$ cat src/rtl/lfsr_pkg.sv
package lfsr_pkg;

  typedef enum logic [1:0] {
    MODE_HOLD  = 2'b00,
    MODE_CLEAR = 2'b01,
    MODE_SEED  = 2'b10,
    MODE_GEN   = 2'b11
  } lfsr_mode_e;

  typedef struct packed {
    logic clr;
    logic step;
    logic use_serial;
    logic gen;
  } lfsr_ctrl_t;

endpackage

$ cat src/rtl/lfsr_mode_decode.sv
module lfsr_mode_decode
  import lfsr_pkg::*;
(
  input  logic [1:0] mode_i,
  output lfsr_ctrl_t ctrl_o
);

  always_comb begin
    ctrl_o = '0;
    unique case (lfsr_mode_e'(mode_i))
      MODE_CLEAR: ctrl_o.clr = 1'b1;
      MODE_SEED: begin
        ctrl_o.step       = 1'b1;
        ctrl_o.use_serial = 1'b1;
      end
      MODE_GEN: begin
        ctrl_o.step = 1'b1;
        ctrl_o.gen  = 1'b1;
      end
      default: ctrl_o = '0;
    endcase
  end

endmodule

$ cat src/rtl/lfsr_tap_reg.sv
module lfsr_tap_reg #(
  parameter int unsigned N = 8,
  parameter logic [N-2:0] RESET_TAPS = '0
) (
  input  logic         clk,
  input  logic         rst_n,
  input  logic         capture_i,
  input  logic [N-2:0] taps_i,
  output logic [N-2:0] taps_q
);

  always_ff @(posedge clk or negedge rst_n) begin
    if (!rst_n)         taps_q <= RESET_TAPS;
    else if (capture_i) taps_q <= taps_i;
  end

endmodule

$ cat src/rtl/lfsr_core.sv
module lfsr_core #(
  parameter int unsigned N = 8
) (
  input  logic         clk,
  input  logic         rst_n,
  input  logic         clr_i,
  input  logic         step_i,
  input  logic         din_i,
  input  logic [N-2:0] taps_i,
  output logic [N-1:0] state_o,
  output logic         feedback_o
);

  logic [N-1:0] stage_q;
  logic [N-1:0] stage_d;
  logic         fb;

  assign fb = stage_q[N-1];

  for (genvar g = 0; g < N; g++) begin : g_stage
    if (g == 0) begin : g_low
      assign stage_d[g] = fb ^ din_i;
    end else begin : g_mid
      assign stage_d[g] = stage_q[g-1] ^ (taps_i[g-1] & fb);
    end
  end

  always_ff @(posedge clk or negedge rst_n) begin
    if (!rst_n)      stage_q <= '0;
    else if (clr_i)  stage_q <= '0;
    else if (step_i) stage_q <= stage_d;
  end

  assign state_o    = stage_q;
  assign feedback_o = fb;

endmodule

$ cat src/rtl/div_lfsr_gen.sv
module div_lfsr_gen
  import lfsr_pkg::*;
#(
  parameter int unsigned N = 8,
  parameter logic [N-2:0] RESET_TAPS = '0
) (
  input  logic         clk,
  input  logic         rst_n,
  input  logic [1:0]   mode_i,
  input  logic         serial_i,
  input  logic [N-2:0] taps_i,
  output logic [N-1:0] state_o,
  output logic         pattern_valid_o
);

  lfsr_ctrl_t   ctrl;
  logic [N-2:0] taps_q;
  logic         din_eff;
  logic         feedback;
  logic         valid_q;

  lfsr_mode_decode u_dec (
    .mode_i (mode_i),
    .ctrl_o (ctrl)
  );

  lfsr_tap_reg #(.N(N), .RESET_TAPS(RESET_TAPS)) u_taps (
    .clk       (clk),
    .rst_n     (rst_n),
    .capture_i (ctrl.clr),
    .taps_i    (taps_i),
    .taps_q    (taps_q)
  );

  assign din_eff = ctrl.use_serial & serial_i;

  lfsr_core #(.N(N)) u_core (
    .clk        (clk),
    .rst_n      (rst_n),
    .clr_i      (ctrl.clr),
    .step_i     (ctrl.step),
    .din_i      (din_eff),
    .taps_i     (taps_q),
    .state_o    (state_o),
    .feedback_o (feedback)
  );

  always_ff @(posedge clk or negedge rst_n) begin
    if (!rst_n) valid_q <= 1'b0;
    else        valid_q <= ctrl.gen;
  end

  assign pattern_valid_o = valid_q;

  logic unused_fb;
  assign unused_fb = feedback;

endmodule

$ cat config.mk
export PLATFORM = sky130hd
export DESIGN_NAME = div_lfsr_gen
export DESIGN_NICKNAME = d
export VERILOG_FILES = /design/src/rtl/lfsr_pkg.sv /design/src/rtl/lfsr_mode_decode.sv /design/src/rtl/lfsr_tap_reg.sv /design/src/rtl/lfsr_core.sv /design/src/rtl/div_lfsr_gen.sv
export SDC_FILE = /design/constraint.sdc
export NUM_CORES = 1
export LEC_CHECK = 0
export BUFFER_PORTS_ARGS = -buffer_cell sky130_fd_sc_hd__buf_2
export CAP_MARGIN = 20
export CORE_MARGIN = 5
export CORE_UTILIZATION = 49
export DETAILED_ROUTE_END_ITERATION = 8
export PLACE_DENSITY = 0.75
export SLEW_MARGIN = 20
export SYNTH_ARGS = -nofsm -noshare
export SYNTH_HDL_FRONTEND = slang
export SYNTH_SLANG_ARGS = --single-unit
$ cat constraint.sdc
create_clock -name clk -period 1.3 [get_ports clk]
set_input_delay 0.26 -clock clk [delete_from_list [all_inputs] [get_ports clk]]
set_output_delay 0.26 -clock clk [all_outputs]
set_load 0.01 [all_outputs]
Word-level counts from Yosys, hierarchy flattened
Cells that the tools add are included.

storage, ports and cells
  logic and storage cells = 30
  register bits = 16
  output and inout bits = 9
  input port bits = 12

operators by class
  bitwise operators = 16
  reduce and logical (&&, ||, !) cells = 2
  eq/ne operators = 3
  mux-type cells = 6

operators by type and width
  operator              count
  $mux W8               2
  $and A1 B1 Y1         8
  $xor A1 B1 Y1         8
  $eq A2 B2 Y1 const B  2
  $mux W1               4
  $eq A2 B1 Y1 const B  1
  $reduce_bool A2 Y1    1
  $reduce_or A2 Y1      1

Logic depth before layout (Yosys ltp)
  word-level depth = 6
  gate-level depth with buffers = 4
  mapped depth without buffers = 2

Hierarchy
Synthesis repeated with hierarchy kept, for this count alone.

second synthesis, totals
  cells, all modules = 67
  area, all modules = 775.7 µm²

by module, submodules not included
  module            seq. area each (µm²)  times used  area an instance (µm²)  cells an instance
  lfsr_core         200.2                 1           426.7                   46
  lfsr_tap_reg      175.2                 1           291.5                   15
  div_lfsr_gen      25.0                  1           31.3                    2
  lfsr_mode_decode  0.0                   1           26.3                    4

Least setup slack after synthesis
Ideal clock, no wire load.

  path kind = register to register
  start point = reg u_core.stage_q[7] (netlist: u_core.state_o[7])
  end point = reg u_core.stage_q[7] (netlist: u_core.state_o[7])
  arrival time = 1004 ps
  setup slack = 170 ps
  stages on the path, launching flop included = 4
  required time = 1174 ps
  buffers on the path = 1
  cells stage by stage = dfrtp_1 -> buf_4 -> nor3b_1 -> a311o_1

between the ends
  word-level cells in the longest chain between the ends = 4

RTL lines
  item                      RTL line         source
  start: declaration        lfsr_core.sv:14  logic [N-1:0] stage_q;
  start signal: assignment  lfsr_core.sv:31  else if (step_i) stage_q <= stage_d;
  $and A1 B1 Y1             lfsr_core.sv:24  assign stage_d[g] = stage_q[g-1] ^ (taps_i[g-1] & fb);
  $xor A1 B1 Y1             lfsr_core.sv:24
  $mux W8                   lfsr_core.sv:31
  $mux W8                   lfsr_core.sv:30  else if (clr_i) stage_q <= '0;

No other way between the ends. The select of a mux whose other input is x is not followed.
A chain may end at the register's enable or synchronous reset.

Worst setup path in the final report
  start point = reg u_core.stage_q[7] (netlist: u_core.state_o[7])
  end point = reg u_core.stage_q[1] (netlist: u_core.state_o[1])

Same word-level chain as after synthesis.

==> results.rst <==
.. list-table::
   :header-rows: 1

   * - Metric
     - Value
   * - Number of ports placed on the die boundary
     - 21
   * - Fraction of post-synthesis cell area in the top cell type by area
     - 51.2%
   * - Number of CTS-inserted buffers
     - 3
   * - Leakage
     - ~0.00048 uW
   * - Fraction of power consumed by the clock network
     - 26.1%
   * - Half-perimeter wire length of the detailed placement result
     - 1.04 mm
   * - Outcome
     - completed
   * - R2r setup slk
     - 0.12 ns
   * - Post-synthesis instance area
     - approximately 780 um^2
   * - Worst Tran Pin Value
     - roughly 0.35 ns
   * - Number of synthesized flops with an enable pin
     - 0
   * - Slew HR
     - between 70% and 80%
   * - Ranking of synthesized cells by area
     - dfrtp_1 51%, mux2_2 10%, a221o_1 9.0%, and4b_1 9.0%, and2_1 4.8%
   * - Placeable Area
     - roughly 1500 um^2
   * - RePlAce Congestion
     - 0.739
   * - Global-route usage over all layers
     - 12.4%
   * - Data arrival at the endpoint of the critical path
     - 1.35 ns
   * - Worst Setup Slack, final
     - 0.118 ns
   * - Worst reg2reg path endpoint
     - u_core.state_o[1]
   * - Detailed-router iteration count before antenna repair
     - 4
   * - Max-cap violation count
     - 0
   * - Top fanout value on the critical path
     - 10
   * - Ys flop type
     - dfrtp_1
   * - Worst hold path depth
     - 2
   * - Crit path capture type
     - flip-flop
   * - First-pass GRT wire length
     - 2.42 mm
   * - Fraction of layout instances using a drive strength above 1
     - 42.7%
   * - Post-synthesis instance total
     - 63
   * - Antenna Cells
     - 0
   * - Worst r2r src
     - u_core.state_o[7]
   * - Int Power
     - 899 uW
   * - Overall power
     - 1220 uW
   * - Setup-failing EPs final
     - 0
   * - Total Negative Setup Slacks
     - 0 ns
   * - Cell accounting for the most synthesized area
     - dfrtp_1
   * - Maximum VDD drop
     - ~0.65 mV
   * - Vias in the first global route
     - 568
   * - Placement Rows
     - 14
   * - Data required time at the worst endpoint
     - ~1.5 ns
   * - Switching portion of total power
     - 26.3%
   * - Final slew viol count
     - 0
   * - Setup Slack @ Placement
     - just under 0.09 ns
   * - Worst min-delay path startpoint
     - taps_i[6]
   * - FFs w/ async S/R, synth
     - 100%
   * - Distinct cell type count after synthesis
     - 16
   * - Final net count
     - slightly above 100
   * - Count of input and output buffers
     - 20
   * - 1st-iter DRT viols
     - 12
   * - CTS tree
     - yes
   * - Clock transition at the register clock pins on the worst setup and hold paths after CTS
     - 0.10 ns
   * - Fin util
     - 64.0%
   * - Final-report hold violation count
     - 0
   * - Critical path launch point type
     - flip-flop
   * - Total vias in the final route
     - 592
   * - Min Tclk post-route
     - 1.18 ns
   * - Highest attainable clock frequency
     - 846 MHz
   * - Worst clock skew on the final layout
     - 0.00865 ns
   * - Most frequently used cell type in the post-synthesis netlist
     - dfrtp_1
   * - Synthesized area per cell
     - between 10 and 15 um^2
   * - Worst-case clock buffer depth
     - 2
   * - RSZ-0062 raised after global routing
     - no
   * - Net load switching power
     - 321 uW
   * - Most frequent cells after synthesis
     - 16 x dfrtp_1, 7 x a221o_1, 7 x and4b_1, 7 x mux2_2, 7 x nand2_1
   * - Root buf cell
     - clkbuf_4
   * - Areal power density over the cells
     - 1270 nW/um^2
   * - Per-cell routed wire length
     - 14.2 um
   * - Vertical die dimension
     - ~50 um
   * - Worst reg-to-reg path cell count
     - 3
   * - Net count of the mapped netlist
     - 75
   * - Sequential fraction of design power
     - 51.7%
   * - Initial core utilization
     - approximately half
   * - Die Wd
     - 50.0 um
   * - H-Tree Level Count
     - 1
   * - Post-synthesis sequential area ratio
     - 51.2%
   * - Fin Hold WS
     - ~0.20 ns
   * - Clock latency at the later pin of the worst-skew pair
     - 0.28 ns
   * - Synth warn
     - 0
   * - Capture endpoint of the worst hold path
     - u_taps.taps_q[6]
   * - Number of routed nets with antenna violations
     - 0
   * - Total global routing overflow
     - 0
   * - DR DRC count
     - 0
   * - Share of the clock period used by the worst path
     - 90.9%
   * - Area Overhead vs Synth
     - 23.4%
   * - Path type of the worst min-delay path
     - input pin to flip-flop
   * - DRT Wirelength
     - 1.49 mm
   * - Number of sinks on the clock net
     - 16
   * - Pin count of the biggest net entering global routing
     - 19
   * - Area of the die
     - around 2500 um^2
   * - Relative contribution of combinational cells to total power
     - 22.2%
   * - Number of flip-flops and latches in the synthesized netlist
     - 16
   * - Crit Path Class
     - flip-flop to flip-flop
   * - Number of vias per cell
     - 5.64
   * - Initial antenna violation count
     - 0
-- layout by cell type, fill, tap and decap left out, types with 2 or more instances in the layout --
cell,n
buf_2,20
dfrtp_1,15
nand2_1,7
and4b_1,7
a221o_1,7
mux2_2,7
and2_1,6
buf_4,5
clkbuf_4,3
and2_0,2
-- critical path, stage by stage, from the launching register on --
cell and delay [ns]:
dfrtp_2 0.46, buf_12 0.15, and4b_1 0.19, a221o_1 0.27
-- final cells by class --
cell class | instances | area, um^2
timing repair buffer | 27 | 168
clock buffer | 4 | 36.3
tap | 16 | 20.0
fill | 129 | 542
sequential | 16 | 402
multi-input combinational | 42 | 339
-- power by group through the flow --
stage | combinational [uW] | sequential, uW | clock, uW
floorplan | 146 | 642 | 0
finish | 271 | 631 | 318
global route | 295 | 641 | 362
detailed placement | 223 | 650 | 0
CTS | 226 | 641 | 330
global placement | 217 | 648 | 0
-- what timing repair did --
action	in CTS	in global routing
gates resized for setup	1	0
hold endpoints to repair	16	0
setup buffers	0	3
endpoints found under the setup margin	1	1
hold buffers	1	0
-- state kept, by name, indices dropped and copies added, names as in the netlist --
register / cells
u_core.state_o: 8
u_taps.taps_q: 7
pattern_valid_o: 1
-- cell families after synthesis --
group	Yosys count	share of synthesized area (%)
and+or+nand+nor	27	23.0
DFF	16	51.2
AOI/OAI and AO/OA	8	10.2
muxes	7	10.1
buffers and inverters	5	5.44
-- per-layer routing --
layer	GRT usage [%]	vias up	part of all wire (%)
met1	14.4	288	43
li1	-	290	-
met5	0	-	0
met4	3.93	0	0
met3	4.82	0	5.7
met2	20.8	14	51
-- how the worst max path moves through the flow --
stage / start / to / slack [ns] / depth (start not counted)
5_1_grt: u_core.state_o[7] / u_core.state_o[5] / 0.08 / 3
4_1_cts: u_core.state_o[7] / state_o[7] / 0.04 / 1
3_3_place_gp: u_core.state_o[7] / u_core.state_o[3] / 0.11 / 2
6_report: u_core.state_o[7] / u_core.state_o[1] / 0.12 / 3
3_5_place_dp: u_core.state_o[7] / u_core.state_o[1] / 0.09 / 2
2_1_floorplan: u_core.state_o[7] / u_core.state_o[7] / 0.17 / 3
-- metrics by stage --
| stage | area (um^2) | instances |
|---|---|---|
| after detailed placement | 882 | 97 |
| after global placement | 882 | 97 |
| final | 965 | 105 |
| after CTS | 930 | 102 |
| after floorplan | 782 | 63 |
| after global routing | 965 | 105 |
No activity file was read; power rests on OpenSTA's default activity.
